--- src/rtl/hbus_pkg.sv ---
// Shared types and helpers for the multiplexed host-bus master.
// Assumes nothing beyond IEEE 1800-2017 packages.
package hbus_pkg;

    // Sequencer phases of one bus transfer
    typedef enum logic [1:0] {
        ST_IDLE = 2'd0,
        ST_ADDR = 2'd1,
        ST_DATA = 2'd2,
        ST_GAP  = 2'd3
    } hb_state_t;

    // Chip-select pin arrangements
    typedef enum logic [1:0] {
        CS_NONE = 2'd0,
        CS_TWO  = 2'd1,
        CS_FOUR = 2'd2
    } cs_mode_t;

    // Data-phase clocks from the split coarse/fine encoding (1..8)
    function automatic logic [3:0] phase_len(input logic [1:0] coarse, input logic fine);
        return {1'b0, coarse, 1'b0} + (fine ? 4'd1 : 4'd2);
    endfunction

endpackage

--- src/rtl/hbus_cfg_decode.sv ---
// Configuration decoder: turns the raw setting fields into data-phase
// lengths, the chip-select arrangement and the total inter-transfer gap.
// Assumes the configuration is static while a transfer is in flight.
module hbus_cfg_decode
    import hbus_pkg::*;
#(
    parameter int GAP_W = 4
) (
    input  logic [1:0]     rd_coarse,
    input  logic           rd_fine,
    input  logic [1:0]     wr_coarse,
    input  logic           wr_fine,
    input  logic           burst,
    input  logic [1:0]     cs_field,
    input  logic           cs_ext,
    input  logic           cs_clk,
    input  logic [GAP_W-1:0] gap,
    output logic           err,
    output logic [3:0]     rd_len,
    output logic [3:0]     wr_len,
    output cs_mode_t       cs_mode,
    output logic [GAP_W:0] gap_total
);
    localparam int GT_W = GAP_W + 1;

    logic wait_nz;

    // Legality check and data-phase lengths (wait settings dropped on error)
    always_comb begin
        wait_nz = |{rd_coarse, rd_fine, wr_coarse, wr_fine};
        err     = burst && wait_nz;
        rd_len  = err ? phase_len(2'd0, 1'b0) : phase_len(rd_coarse, rd_fine);
        wr_len  = err ? phase_len(2'd0, 1'b0) : phase_len(wr_coarse, wr_fine);
    end

    // Pin arrangement from the combined code; unknown codes act as none
    always_comb begin
        case ({cs_ext, cs_field})
            3'b0_11: cs_mode = CS_TWO;
            3'b1_00: cs_mode = CS_FOUR;
            default: cs_mode = CS_NONE;
        endcase
    end

    // Gap plus one clock when per-select clocking meets multiple selects
    always_comb begin
        gap_total = {1'b0, gap} + GT_W'(cs_clk && (cs_mode != CS_NONE));
    end

endmodule

--- src/rtl/hbus_seq.sv ---
// Transfer sequencer: accepts one request, walks address, data and gap
// phases with a shared down-counter, and captures read data.
// Assumes lengths and gap are valid at the acceptance edge.
module hbus_seq
    import hbus_pkg::*;
#(
    parameter int BUS_W = 16,
    parameter int GAP_W = 4
) (
    input  logic             clk,
    input  logic             rst_n,
    input  logic             req_valid,
    input  logic             req_write,
    input  logic [BUS_W-1:0] req_addr,
    input  logic [BUS_W-1:0] req_wdata,
    output logic             req_ready,
    input  logic [3:0]       rd_len,
    input  logic [3:0]       wr_len,
    input  logic [GAP_W:0]   gap_total,
    input  logic             wide,
    input  logic [BUS_W-1:0] bus_in,
    output hb_state_t        state,
    output logic             cur_write,
    output logic [BUS_W-1:0] cur_addr,
    output logic [BUS_W-1:0] cur_wdata,
    output logic             rsp_valid,
    output logic [BUS_W-1:0] rsp_rdata
);
    localparam int GT_W  = GAP_W + 1;
    localparam int CNT_W = (GT_W > 4) ? GT_W : 4;

    logic [3:0]       len_q;
    logic [GAP_W:0]   gap_q;
    logic [CNT_W-1:0] cnt;
    logic [BUS_W-1:0] rd_sample;

    // Width-adjusted read sample
    always_comb begin
        rd_sample = wide ? bus_in : {{(BUS_W-8){1'b0}}, bus_in[7:0]};
    end

    // Phase sequencing, counter and read capture
    always_ff @(posedge clk) begin
        if (!rst_n) begin
            state     <= ST_IDLE;
            cur_write <= 1'b0;
            cur_addr  <= '0;
            cur_wdata <= '0;
            len_q     <= 4'd0;
            gap_q     <= '0;
            cnt       <= '0;
            rsp_valid <= 1'b0;
            rsp_rdata <= '0;
        end else begin
            rsp_valid <= 1'b0;
            case (state)
                ST_IDLE: if (req_valid) begin
                    cur_write <= req_write;
                    cur_addr  <= req_addr;
                    cur_wdata <= req_wdata;
                    len_q     <= req_write ? wr_len : rd_len;
                    gap_q     <= gap_total;
                    state     <= ST_ADDR;
                end
                ST_ADDR: begin
                    cnt   <= CNT_W'(len_q - 4'd1);
                    state <= ST_DATA;
                end
                ST_DATA: if (cnt == '0) begin
                    if (!cur_write) begin
                        rsp_valid <= 1'b1;
                        rsp_rdata <= rd_sample;
                    end
                    if (gap_q == '0) begin
                        state <= ST_IDLE;
                    end else begin
                        cnt   <= CNT_W'(gap_q - GT_W'(1));
                        state <= ST_GAP;
                    end
                end else begin
                    cnt <= cnt - CNT_W'(1);
                end
                ST_GAP: if (cnt == '0) begin
                    state <= ST_IDLE;
                end else begin
                    cnt <= cnt - CNT_W'(1);
                end
                default: state <= ST_IDLE;
            endcase
        end
    end

    // Ready only when no transfer or gap is pending
    always_comb begin
        req_ready = (state == ST_IDLE);
    end

endmodule

--- src/rtl/hbus_pins.sv ---
// Pin driver: decodes strobes, chip selects and the shared-line value
// from the sequencer phase. Assumes BUS_W >= 9 so a byte lane exists.
module hbus_pins
    import hbus_pkg::*;
#(
    parameter int BUS_W = 16
) (
    input  hb_state_t        state,
    input  logic             cur_write,
    input  logic [BUS_W-1:0] cur_addr,
    input  logic [BUS_W-1:0] cur_wdata,
    input  logic             wide,
    input  cs_mode_t         cs_mode,
    output logic             ale,
    output logic             rd_n,
    output logic             wr_n,
    output logic [3:0]       cs_n,
    output logic [BUS_W-1:0] bus_out,
    output logic             bus_oe
);
    localparam int NCS = 4;

    logic       active;
    logic [1:0] sel;
    logic [2:0] ncs_used;

    // Strobes and shared-line drive per phase
    always_comb begin
        ale    = (state == ST_ADDR);
        rd_n   = !((state == ST_DATA) && !cur_write);
        wr_n   = !((state == ST_DATA) && cur_write);
        bus_oe = (state == ST_ADDR) || ((state == ST_DATA) && cur_write);
        if (state == ST_ADDR)
            bus_out = cur_addr;
        else if ((state == ST_DATA) && cur_write)
            bus_out = wide ? cur_wdata : {{(BUS_W-8){1'b0}}, cur_wdata[7:0]};
        else
            bus_out = '0;
    end

    // Chip-select index and number of lines in use
    always_comb begin
        active = (state == ST_ADDR) || (state == ST_DATA);
        case (cs_mode)
            CS_TWO:  begin sel = {1'b0, cur_addr[BUS_W-1]};  ncs_used = 3'd2; end
            CS_FOUR: begin sel = cur_addr[BUS_W-1 -: 2];     ncs_used = 3'd4; end
            default: begin sel = 2'd0;                       ncs_used = 3'd0; end
        endcase
    end

    for (genvar i = 0; i < NCS; i++) begin : g_cs
        assign cs_n[i] = !(active && (3'(i) < ncs_used) && (sel == 2'(i)));
    end

endmodule

--- src/rtl/hbus_mux_master.sv ---
// Top of the multiplexed host-bus master: ties the configuration decoder,
// the transfer sequencer and the pin driver together.
// Assumes configuration inputs do not change while req_ready is low.
module hbus_mux_master
    import hbus_pkg::*;
#(
    parameter int BUS_W = 16,
    parameter int GAP_W = 4
) (
    input  logic             clk,
    input  logic             rst_n,
    input  logic             cfg_wide,
    input  logic [1:0]       cfg_rd_coarse,
    input  logic             cfg_rd_fine,
    input  logic [1:0]       cfg_wr_coarse,
    input  logic             cfg_wr_fine,
    input  logic             cfg_burst,
    input  logic [1:0]       cfg_cs_field,
    input  logic             cfg_cs_ext,
    input  logic             cfg_cs_clk,
    input  logic [GAP_W-1:0] cfg_gap,
    output logic             cfg_err,
    input  logic             req_valid,
    output logic             req_ready,
    input  logic             req_write,
    input  logic [BUS_W-1:0] req_addr,
    input  logic [BUS_W-1:0] req_wdata,
    output logic             rsp_valid,
    output logic [BUS_W-1:0] rsp_rdata,
    output logic             bus_ale,
    output logic             bus_rd_n,
    output logic             bus_wr_n,
    output logic [3:0]       bus_cs_n,
    output logic [BUS_W-1:0] bus_out,
    output logic             bus_oe,
    input  logic [BUS_W-1:0] bus_in
);
    logic [3:0]       rd_len, wr_len;
    cs_mode_t         cs_mode;
    logic [GAP_W:0]   gap_total;
    hb_state_t        state;
    logic             cur_write;
    logic [BUS_W-1:0] cur_addr, cur_wdata;

    hbus_cfg_decode #(.GAP_W(GAP_W)) u_cfg (
        .rd_coarse (cfg_rd_coarse),
        .rd_fine   (cfg_rd_fine),
        .wr_coarse (cfg_wr_coarse),
        .wr_fine   (cfg_wr_fine),
        .burst     (cfg_burst),
        .cs_field  (cfg_cs_field),
        .cs_ext    (cfg_cs_ext),
        .cs_clk    (cfg_cs_clk),
        .gap       (cfg_gap),
        .err       (cfg_err),
        .rd_len    (rd_len),
        .wr_len    (wr_len),
        .cs_mode   (cs_mode),
        .gap_total (gap_total)
    );

    hbus_seq #(.BUS_W(BUS_W), .GAP_W(GAP_W)) u_seq (
        .clk       (clk),
        .rst_n     (rst_n),
        .req_valid (req_valid),
        .req_write (req_write),
        .req_addr  (req_addr),
        .req_wdata (req_wdata),
        .req_ready (req_ready),
        .rd_len    (rd_len),
        .wr_len    (wr_len),
        .gap_total (gap_total),
        .wide      (cfg_wide),
        .bus_in    (bus_in),
        .state     (state),
        .cur_write (cur_write),
        .cur_addr  (cur_addr),
        .cur_wdata (cur_wdata),
        .rsp_valid (rsp_valid),
        .rsp_rdata (rsp_rdata)
    );

    hbus_pins #(.BUS_W(BUS_W)) u_pins (
        .state     (state),
        .cur_write (cur_write),
        .cur_addr  (cur_addr),
        .cur_wdata (cur_wdata),
        .wide      (cfg_wide),
        .cs_mode   (cs_mode),
        .ale       (bus_ale),
        .rd_n      (bus_rd_n),
        .wr_n      (bus_wr_n),
        .cs_n      (bus_cs_n),
        .bus_out   (bus_out),
        .bus_oe    (bus_oe)
    );

endmodule

--- config.mk ---
export PLATFORM = sky130hd
export DESIGN_NAME = hbus_mux_master
export DESIGN_NICKNAME = d
export VERILOG_FILES = /design/src/rtl/hbus_pkg.sv /design/src/rtl/hbus_cfg_decode.sv /design/src/rtl/hbus_seq.sv /design/src/rtl/hbus_pins.sv /design/src/rtl/hbus_mux_master.sv
export SDC_FILE = /design/constraint.sdc
export NUM_CORES = 1
export LEC_CHECK = 0
export ABC_CLOCK_PERIOD_IN_PS = 1900
export BUFFER_PORTS_ARGS = -buffer_cell sky130_fd_sc_hd__buf_4
export CAP_MARGIN = 20
export CELL_PAD_IN_SITES_DETAIL_PLACEMENT = 0
export CELL_PAD_IN_SITES_GLOBAL_PLACEMENT = 1
export CORE_ASPECT_RATIO = 2
export CORE_UTILIZATION = 33
export CTS_CLUSTER_DIAMETER = 200
export DETAILED_ROUTE_END_ITERATION = 8
export PLACE_DENSITY = 0.87
export SETUP_SLACK_MARGIN = 0.05
export SYNTH_ARGS = -nofsm -noshare
export SYNTH_HDL_FRONTEND = slang
export SYNTH_SLANG_ARGS = --single-unit
--- constraint.sdc ---
create_clock -name clk -period 1.9 [get_ports clk]
set_input_delay 0.285 -clock clk [delete_from_list [all_inputs] [get_ports clk]]
set_output_delay 0.285 -clock clk [all_outputs]
set_load 0.01 [all_outputs]
==> results.cfg, run 1 <==
[status]
status = finished with violations
violations = setup timing

[drt]
via_count = 3271
wl_mm = 9.29
wire_per_inst_um = 14.0
ant_nets = 0
viasPerCell = 4.93
dr.first_iter.drc_count = 102
drc_errors = 0
drt_first_pass_iters = 5

[place]
portBuffers = 110
gp_congestion = 0.872
hpwl_mm = 6.62
dp_slack_ns = -0.0308
placed_area_um2 = 4300

[global_routing]
grt_busiest_layer = met2
grt_usage = 0.179
antenna_found_initial = 0
use_met1 = 0.177
grt_pass1_wl_mm = 14.4
met2_usage = 0.346
grt_pass1_vias = 3171
grt-ovfl-total = 0
grt_max_degree = 68
use_met3 = 0.0365

[hold_path]
hold_path_end = u_seq.rsp_rdata[7]
hold_path_depth = 3
hp-class = in -> reg
min-delay-start = bus_in[7]

[yosys]
yosysWarnings = 0
synthAdderAreaFrac = 0.0491
synth_seq_area_share = 0.399
syn_nets = 491
yosysTopAreaCell = dfxtp_1
synth_edf_count = 0
postSynthAreaPerCell_um2 = 8.07
muxShareOfSynthArea = 0.0125
ys_types = 50
synthTopCellsByArea = dfxtp_1 (40%), nand2_1 (15%), a21boi_0 (9.8%), ha_1 (4.9%), o21ai_0 (2.6%)
synth_top_area_frac = 0.399
synth_top_family_by_area = simple AND/OR/NAND/NOR gates
netlist_instances = 410
ys_ff_latch = 66
synth_xor_area_frac = 0.0212
dominantRegCellSynth = dfxtp_1
synthSimpleGateAreaFrac = 0.238
netlist_area_um2 = 3310
synth_compound_area_frac = 0.227
ys_async_sr_fraction = 0

[cts]
cts_inserted_buffers = 9
holdBufCountCts = 0
clkSinkCount = 66
cts_max_level = 3
clockRootBuffer = clkbuf_16
cts_tree = yes
cts_buffer_depth = 2
cts.clk_slew.worst_paths_ns = 0.06
insertion_delay_ns = 0.33

[layout]
stdcell_area_um2 = 4850
num-fill-cells = 929
nets = 607
area_growth_pct = 46.7
diodes = 0
regArea_um2 = 1330
drive_gt1_frac = 0.330
multi_input_area_um2 = 1910

[setup_path]
rrSetupSlack_ns = 0.11
crit_chain = inv_4 > ha_4 > and2_4 > inv_4 > nor3b_4 > buf_12 > a22o_1 > buf_6
cpLargestDelayFamily = buffers and inverters
reg2reg_depth = 9
startpoint_type = flop
crit_slowest_cell = dfxtp_4
endpoint_kind = output pin
crit_required_ns = 1.62
path_buf_inv = 4
r2r-end = u_seq.rsp_rdata[9]
crit_top_cell = inv_4
crit_type = reg -> out
crit_arrival_ns = 1.70
timing.rr.start = u_seq.state[0]
cp_max_fo = 8
slowest_delay_ns = 0.35

[timing]
slew_viol_final = 0
hold_viol_final = 0
worstMarginPinSlew_ns = 0.578
fin_crit_sh = 1.05
slew_headroom = 0.615
max_freq_mhz = 504
layout_min_cycle_time_ns = 1.99
skew_ns = 0.00874
fin_hold_ws_ns = 0.195
setup_viol = 9
setup_ws_ns = -0.0856
fin_setup_tns_ns = -0.544
grt_setup_unrepaired = true

[power_and_ir_drop]
peakVddDrop_uv = 672
power_density_nw_per_um2 = 1260
totalPowerFinal_uw = 6100
p_leak_uw = 0.00207

[floorplanning]
die-height_um = 144
fp.coreArea_um2 = 9760
initial_utilization = 0.339
ios = 111
die_w_um = 72.8
num_rows = 51
die_area_um2 = 10500

[job]
drv_cap = 0
## worst max path at each step
stage	startpoint	to	depth (start not counted)
3_5_place_dp	u_seq.cnt[0]	u_seq.cnt[2]	5
5_1_grt	u_seq.state[0]	bus_out[12]	8
4_1_cts	u_seq.state[0]	bus_out[12]	8
3_3_place_gp	u_seq.cnt[0]	u_seq.cnt[2]	5
6_report	u_seq.state[0]	bus_out[12]	8
2_1_floorplan	u_seq.state[0]	bus_out[10]	8
## what timing repair did
action,CTS,global route
setup endpoints to repair,34,34
cloned,0,2
pin swaps,8,6
setup buffers,5,5
gates resized for setup,24,13
## state kept, by name (all words and copies together), names as in the netlist
signal           cells
u_seq.cnt            5
u_seq.cur_addr      16
u_seq.cur_wdata     16
u_seq.cur_write      1
u_seq.gap_q          5
u_seq.len_q          4
u_seq.rsp_rdata     16
u_seq.rsp_valid      1
u_seq.state          2
## cells in the mapped netlist (2+ instances only)
cell and n:
clkbuf_1 15, buf_2 5, nor3_1 3, buf_4 2
a21boi_0 43, nand2_1 128, xnor2_1 2, nor2_1 4
mux2i_1 3, inv_1 13, ha_1 13, o22ai_1 2
nand2b_1 4, and2_1 6, buf_1 5, nor3b_1 2
dfxtp_1 66, o221a_2 2, a22o_1 8, o211a_1 3
a21oi_1 10, nand4_1 2, o21ai_0 17, a21boi_1 8
xor2_1 6, a31oi_1 5, nand3_1 10
## cell type report
type                            instances  share of cell area
Clock buffer                           10              0.0472
Clock inverter                          6              0.0232
Inverter                               13              0.0111
Multi-Input combinational cell        305               0.393
Sequential cell                        66               0.274
Tap cell                              132              0.0340
Timing Repair Buffer                  131               0.218
## per-layer routing
layer / vias to the layer above / share of wire
met5: - / 0
met4: 0 / 0.020
met3: 13 / 0.038
met2: 92 / 0.58
met1: 1539 / 0.36
li1: 1627 / -
## layout by cell type (no fill, tap or decap), types with 9 or more instances in the layout
master     instances
nand3_1           10
dfxtp_1           64
inv_1             10
nand2_1          128
clkbuf_16          9
o21ai_0           10
a21oi_1            9
buf_4            122
a21boi_0          43
## kinds of logic (layout without fill, tap and decap cells)
group                      count (synthesis)  in the layout
adders and majority gates                 13             13
and+or+nand+nor                          172            174
DFF                                       66             66
AOI/OAI and AO/OA                        106            106
buffers and inverters                     41            160
muxes                                      4              4
xor gates and xnor gates                   8              8
## tightest hold or removal path, delay by kind of cell
family / cells / cell delay [ns]
buffers and inverters: 1 / 0.11
AO/OA/AOI/OAI: 1 / 0.05
AND/OR/NAND/NOR: 1 / 0.04
## per-stage QoR
stage,util,std cells
2_1_floorplan,-,410
3_3_place_gp,0.440,636
3_5_place_dp,0.440,636
4_1_cts,0.487,657
5_1_grt,0.497,663
6_report,0.497,663
## where the power goes
| group | total, µW | leakage, µW | switching [µW] | internal (µW) |
|---|---|---|---|---|
| clock network | 1910 | 0.000167 | 619 | 1290 |
| registers | 1860 | 0.000541 | 210 | 1650 |
| logic | 2340 | 0.00136 | 1240 | 1090 |
No activity file was read; power rests on OpenSTA's default activity.
==> run 2: changes to the inputs <==
--- a/config.mk
+++ b/config.mk
@@ -11,6 +11,7 @@
 export CELL_PAD_IN_SITES_DETAIL_PLACEMENT = 0
 export CELL_PAD_IN_SITES_GLOBAL_PLACEMENT = 1
 export CORE_ASPECT_RATIO = 2
+export CORE_MARGIN = 5
 export CORE_UTILIZATION = 33
 export CTS_CLUSTER_DIAMETER = 200
 export DETAILED_ROUTE_END_ITERATION = 8
==> run 2 against run 1 <==
  * The flow still finishes with violations (setup timing)
  * Clock power decreased by 5%
  * Worst hold slack hardly changed
  * Setup slack improved by 0.033 ns
  * Critical path depth did not move
  * Wire length increased by 7.7%
  * Sequential share of layout area fell by 0.29 points
  * Clock skew shrank 0.0012 ns
  * Final area increased by 1.1%
  * Total power rose by 0.82%
==> results.cfg, run 2 (synthesized netlist as in run 1, its figures left out) <==
[cts]
insertion_delay_ns = 0.33
clkSinkCount = 66
cts_buffer_depth = 2
cts_max_level = 3
clockRootBuffer = clkbuf_16
cts.clk_slew.worst_paths_ns = 0.06
cts_inserted_buffers = 9
cts_tree = yes

[timing]
layout_min_cycle_time_ns = 1.95
setup_viol = 10
fin_setup_tns_ns = -0.368
worstMarginPinSlew_ns = 0.568
fin_crit_sh = 1.03
max_freq_mhz = 512
skew_ns = 0.00756
slew_viol_final = 0
fin_hold_ws_ns = 0.195
grt_setup_unrepaired = true
hold_viol_final = 0
slew_headroom = 0.621
setup_ws_ns = -0.0523

[global_routing]
grt_max_degree = 68
grt-ovfl-total = 0
grt_pass1_wl_mm = 15.5
grt_pass1_vias = 3318
grt_usage = 0.165
antenna_found_initial = 0

[setup_path]
crit_type = reg -> out
startpoint_type = flop
crit_chain = inv_4 > ha_4 > and2_4 > inv_4 > nor3b_4 > buf_6 > a22o_1 > buf_6
crit_slowest_cell = dfxtp_4
crit_arrival_ns = 1.67
cp_max_fo = 7
path_buf_inv = 4
rrSetupSlack_ns = 0.11
cp.depth = 8
cpLargestDelayFamily = flip-flops
slowest_delay_ns = 0.35
r2r-end = u_seq.rsp_rdata[6]
crit_required_ns = 1.62
endpoint_kind = output pin
reg2reg_depth = 10
timing.rr.start = u_seq.state[0]

[floorplanning]
die_w_um = 80.8
num_rows = 51
fp.coreArea_um2 = 9760
ios = 111
initial_utilization = 0.339
die-height_um = 152
die_area_um2 = 12300

[hold_path]
hold_path_end = u_seq.rsp_rdata[5]
hp-class = in -> reg
min-delay-start = bus_in[5]
hold_path_depth = 3

[power_and_ir_drop]
p_leak_uw = 0.00209
power_density_nw_per_um2 = 1250
peakVddDrop_uv = 661

[layout]
layout_commonest_cell = nand2_1
reg_top3 = u_seq.cur_addr: 16 flops, u_seq.cur_wdata: 16 flops, u_seq.rsp_rdata: 16 flops
nets = 610
final_cells = 666
diodes = 0
area_growth_pct = 48.3
drive_gt1_frac = 0.350
layout_common_cells = nand2_1 (124), buf_4 (120), dfxtp_1 (64), a21boi_0 (43)

[drt]
drc_errors = 0
via_count = 3277
ant_nets = 0
wire_per_inst_um = 15.0
wl_mm = 10.0
viasPerCell = 4.92
dr.first_iter.drc_count = 147
drt_first_pass_iters = 4

[place]
gp_congestion = 0.930
dp_cells = 636
hpwl_mm = 7.34
portBuffers = 110

[job]
drv_cap = 0

[status]
status = finished with violations
violations = setup timing
-- run 2: changes by cell type in the layout (fill, tap and decap cells not counted), moves of 2 or more --
| cell | delta |
|---|---|
| o21ai_0 | -2 |
| ha_2 | -2 |
| nand2_2 | +4 |
| buf_4 | -2 |
| a21oi_1 | -2 |
| a21oi_2 | +2 |
| nand2_1 | -4 |
| buf_6 | +6 |
| o21ai_2 | +2 |
-- run 2: worst max path at each step --
| stage | startpoint | endpoint | slack [ns] |
|---|---|---|---|
| 3_3_place_gp | u_seq.cnt[0] | u_seq.cnt[2] | 0.05 |
| 2_1_floorplan | u_seq.state[0] | bus_out[10] | 0.08 |
| 5_1_grt | u_seq.state[0] | bus_out[9] | -0.14 |
| 4_1_cts | u_seq.state[0] | bus_out[12] | -0.05 |
| 3_5_place_dp | u_seq.cnt[0] | u_seq.state[1] | -0.04 |
| 6_report | u_seq.state[0] | bus_out[9] | -0.05 |
-- run 2: worst reg2reg max path, cell delays in order (launching register included) --
cell and delay, ns:
dfxtp_4 0.36, inv_4 0.04, ha_4 0.15, buf_4 0.12, buf_4 0.14, buf_4 0.15
nand2b_2 0.20, nand2b_1 0.15, buf_4 0.21, nand2_1 0.08, a21boi_1 0.14
-- run 2: where the power goes --
group	total [µW]	switching, µW	internal [µW]	leakage [µW]
combinational	2470	1310	1160	0.00139
clock	1820	631	1190	0.000163
sequential	1860	213	1650	0.000541
-- run 2: cell type report --
class,count,area [µm²]
tap,132,165
fill,960,4860
clock buffer,10,239
timing repair buffer,134,1090
inverter,13,53.8
sequential,66,1330
clock inverter,6,87.6
multi-input combinational,305,1940
-- run 2: through the flow --
step	utilization	power, µW	area, µm²	setup WS, ns
CTS	0.485	5910	4730	-0.0545
floorplan	-	3110	3320	0.0766
global placement	0.440	3870	4300	0.0498
finish	0.503	6150	4910	-0.0523
detailed placement	0.440	3920	4300	-0.0367
global route	0.503	6510	4910	-0.135
-- run 2: repair_timing --
item	CTS	global route
resized for setup	21	33
hold buffers	0	0
pin swaps	7	8
setup buffers	7	5
gates cloned	0	2
setup endpoints to repair	31	33
hold endpoints to repair	0	0
-- run 2: metal layers --
layer | share of wire | GRT usage | vias up
li1 | - | - | 1621
met1 | 0.34 | 0.162 | 1518
met2 | 0.56 | 0.306 | 104
met3 | 0.051 | 0.0320 | 34
met4 | 0.048 | 0.107 | 0
met5 | 0 | 0 | -
==> run 3: changes to the inputs <==
--- a/config.mk
+++ b/config.mk
@@ -17,6 +17,7 @@
 export DETAILED_ROUTE_END_ITERATION = 8
 export PLACE_DENSITY = 0.87
 export SETUP_SLACK_MARGIN = 0.05
+export SKIP_CTS_REPAIR_TIMING = 1
 export SYNTH_ARGS = -nofsm -noshare
 export SYNTH_HDL_FRONTEND = slang
 export SYNTH_SLANG_ARGS = --single-unit
==> run 3 against run 2 <==
  * The run still ends with setup timing left
  * Maximum frequency down 1.4%
  * Critical path depth unchanged
  * Final cell count down 0.75%
  * Combinational power down 4%
  * Setup slack worse by 0.028 ns
  * Register-to-register slack about the same
  * Largest cell class unchanged
==> results.cfg, run 3 (synthesized netlist as in run 1, its figures left out) <==
[drt]
viasPerCell = 4.89
ant_nets = 0
via_count = 3231
wl_mm = 9.98
drt_first_pass_iters = 4
dr.first_iter.drc_count = 127
wire_per_inst_um = 15.1
drc_errors = 0

[cts]
cts.clk_slew.worst_paths_ns = 0.06
insertion_delay_ns = 0.33
clockRootBuffer = clkbuf_16
cts_max_level = 3
cts_buffer_depth = 2
cts_tree = yes
cts_inserted_buffers = 9
clkSinkCount = 66

[timing]
fin_crit_sh = 1.04
layout_min_cycle_time_ns = 1.98
setup_ws_ns = -0.0806
worstMarginPinSlew_ns = 0.581
max_freq_mhz = 505
hold_viol_final = 0
skew_ns = 0.00658
fin_setup_tns_ns = -0.522
slew_viol_final = 0
setup_viol = 8
grt_setup_unrepaired = true
slew_headroom = 0.613

[hold_path]
hold_path_end = u_seq.rsp_rdata[5]
hp-class = in -> reg
min-delay-start = bus_in[5]
hold_path_depth = 3

[place]
portBuffers = 110
hpwl_mm = 7.34
gp_congestion = 0.930

[floorplanning]
ios = 111
initial_utilization = 0.339
num_rows = 51
fp.coreArea_um2 = 9760
die_w_um = 80.8
die-height_um = 152
die_area_um2 = 12300

[setup_path]
crit_chain = inv_4 > ha_4 > and2_4 > inv_4 > nor3b_4 > buf_6 > a22o_1 > buf_4
r2r-end = u_seq.cnt[0]
startpoint_type = flop
cp-startpoint = u_seq.state[0]
crit_top_cell = inv_4
crit_type = reg -> out
timing.rr.start = u_seq.cnt[1]
crit_arrival_ns = 1.70
crit_slowest_cell = dfxtp_4
slowest_delay_ns = 0.36
reg2reg_depth = 7
cp_max_fo = 8
crit_required_ns = 1.62
endpoint_kind = output pin
rrSetupSlack_ns = 0.12

[layout]
num-fill-cells = 984
layout_commonest_cell = nand2_1
nets = 605
regArea_um2 = 1330
drive_gt1_frac = 0.333
layout_common_cells = nand2_1 (128), buf_4 (122), dfxtp_1 (63), a21boi_0 (42), nand3_1 (10)
diodes = 0
reg_top3 = u_seq.cur_addr: 16 flops, u_seq.cur_wdata: 16 flops, u_seq.rsp_rdata: 16 flops
final_core_utilization = 0.492
multi_input_area_um2 = 1900
area_growth_pct = 45.3

[global_routing]
grt_pass1_vias = 3239
grt_pass1_wl_mm = 15.3
grt-ovfl-total = 0
grt_usage = 0.163
grt_max_degree = 68
antenna_found_initial = 0

[power_and_ir_drop]
p_leak_uw = 0.00205
power_density_nw_per_um2 = 1260
clkPwrFrac = 0.300
power_frac_seq = 0.307
p_int_uw = 3950
combPwrFrac = 0.392
p_switching_uw = 2110
totalPowerFinal_uw = 6060
peakVddDrop_uv = 680
switching_share = 0.348

[status]
status = finished with violations
violations = setup timing

[job]
drv_cap = 0
==> run 3: cell count changes in the layout (fill, tap and decap cells not counted), sizes merged <==
cell  before  now
buf      134  130
or4b       3    2
==> run 3: how the worst max path moves through the flow <==
stage                           endpoint  cells after the start
after floorplan              bus_out[10]                      8
after global placement      u_seq.cnt[2]                      5
after detailed placement  u_seq.state[1]                      7
after CTS                    bus_out[15]                      7
after global routing          bus_out[9]                      8
final                        bus_out[15]                      8
==> run 3: power by group through the flow <==
stage               clock network, µW  registers, µW  logic, µW
CTS                              1850           1830       2070
detailed placement                  0           1860       2060
global route                     1910           1900       2610
floorplan                           0           1820       1300
finish                           1820           1860       2380
global placement                    0           1850       2020
==> run 3: critical path, delay by kind of cell (launching register included) <==
family | cells | cell delay (ns)
buffers and inverters | 4 | 0.39
DFF | 1 | 0.36
and+or+nand+nor | 2 | 0.33
adders and majority gates | 1 | 0.15
AOI/OAI and AO/OA | 1 | 0.14
==> run 3: final cells by class <==
| class | count | area share |
|---|---|---|
| Sequential cell | 66 | 0.277 |
| Timing Repair Buffer | 130 | 0.215 |
| Inverter | 13 | 0.0112 |
| Tap cell | 132 | 0.0344 |
| Multi-Input combinational cell | 304 | 0.395 |
| Clock inverter | 6 | 0.0182 |
| Clock buffer | 10 | 0.0497 |
==> run 3: per-stage QoR <==
step           std cells  hold WS [ns]  instance area, µm²  setup slack (ns)
4_1_cts              652         0.189                4620            -0.376
2_1_floorplan        410         0.420                3320            0.0766
6_report             661         0.197                4810           -0.0806
3_5_place_dp         636         0.452                4300           -0.0367
5_1_grt              661         0.194                4810            -0.148
3_3_place_gp         636         0.443                4300            0.0498
==> run 3: per-layer routing <==
layer,vias to the layer above,part of all wire,track usage,routed length (µm)
li1,1612,-,-,-
met1,1489,0.35,0.162,3510
met2,103,0.56,0.302,5610
met3,27,0.050,0.0373,504
met4,0,0.036,0.0897,359
met5,-,0,0,0
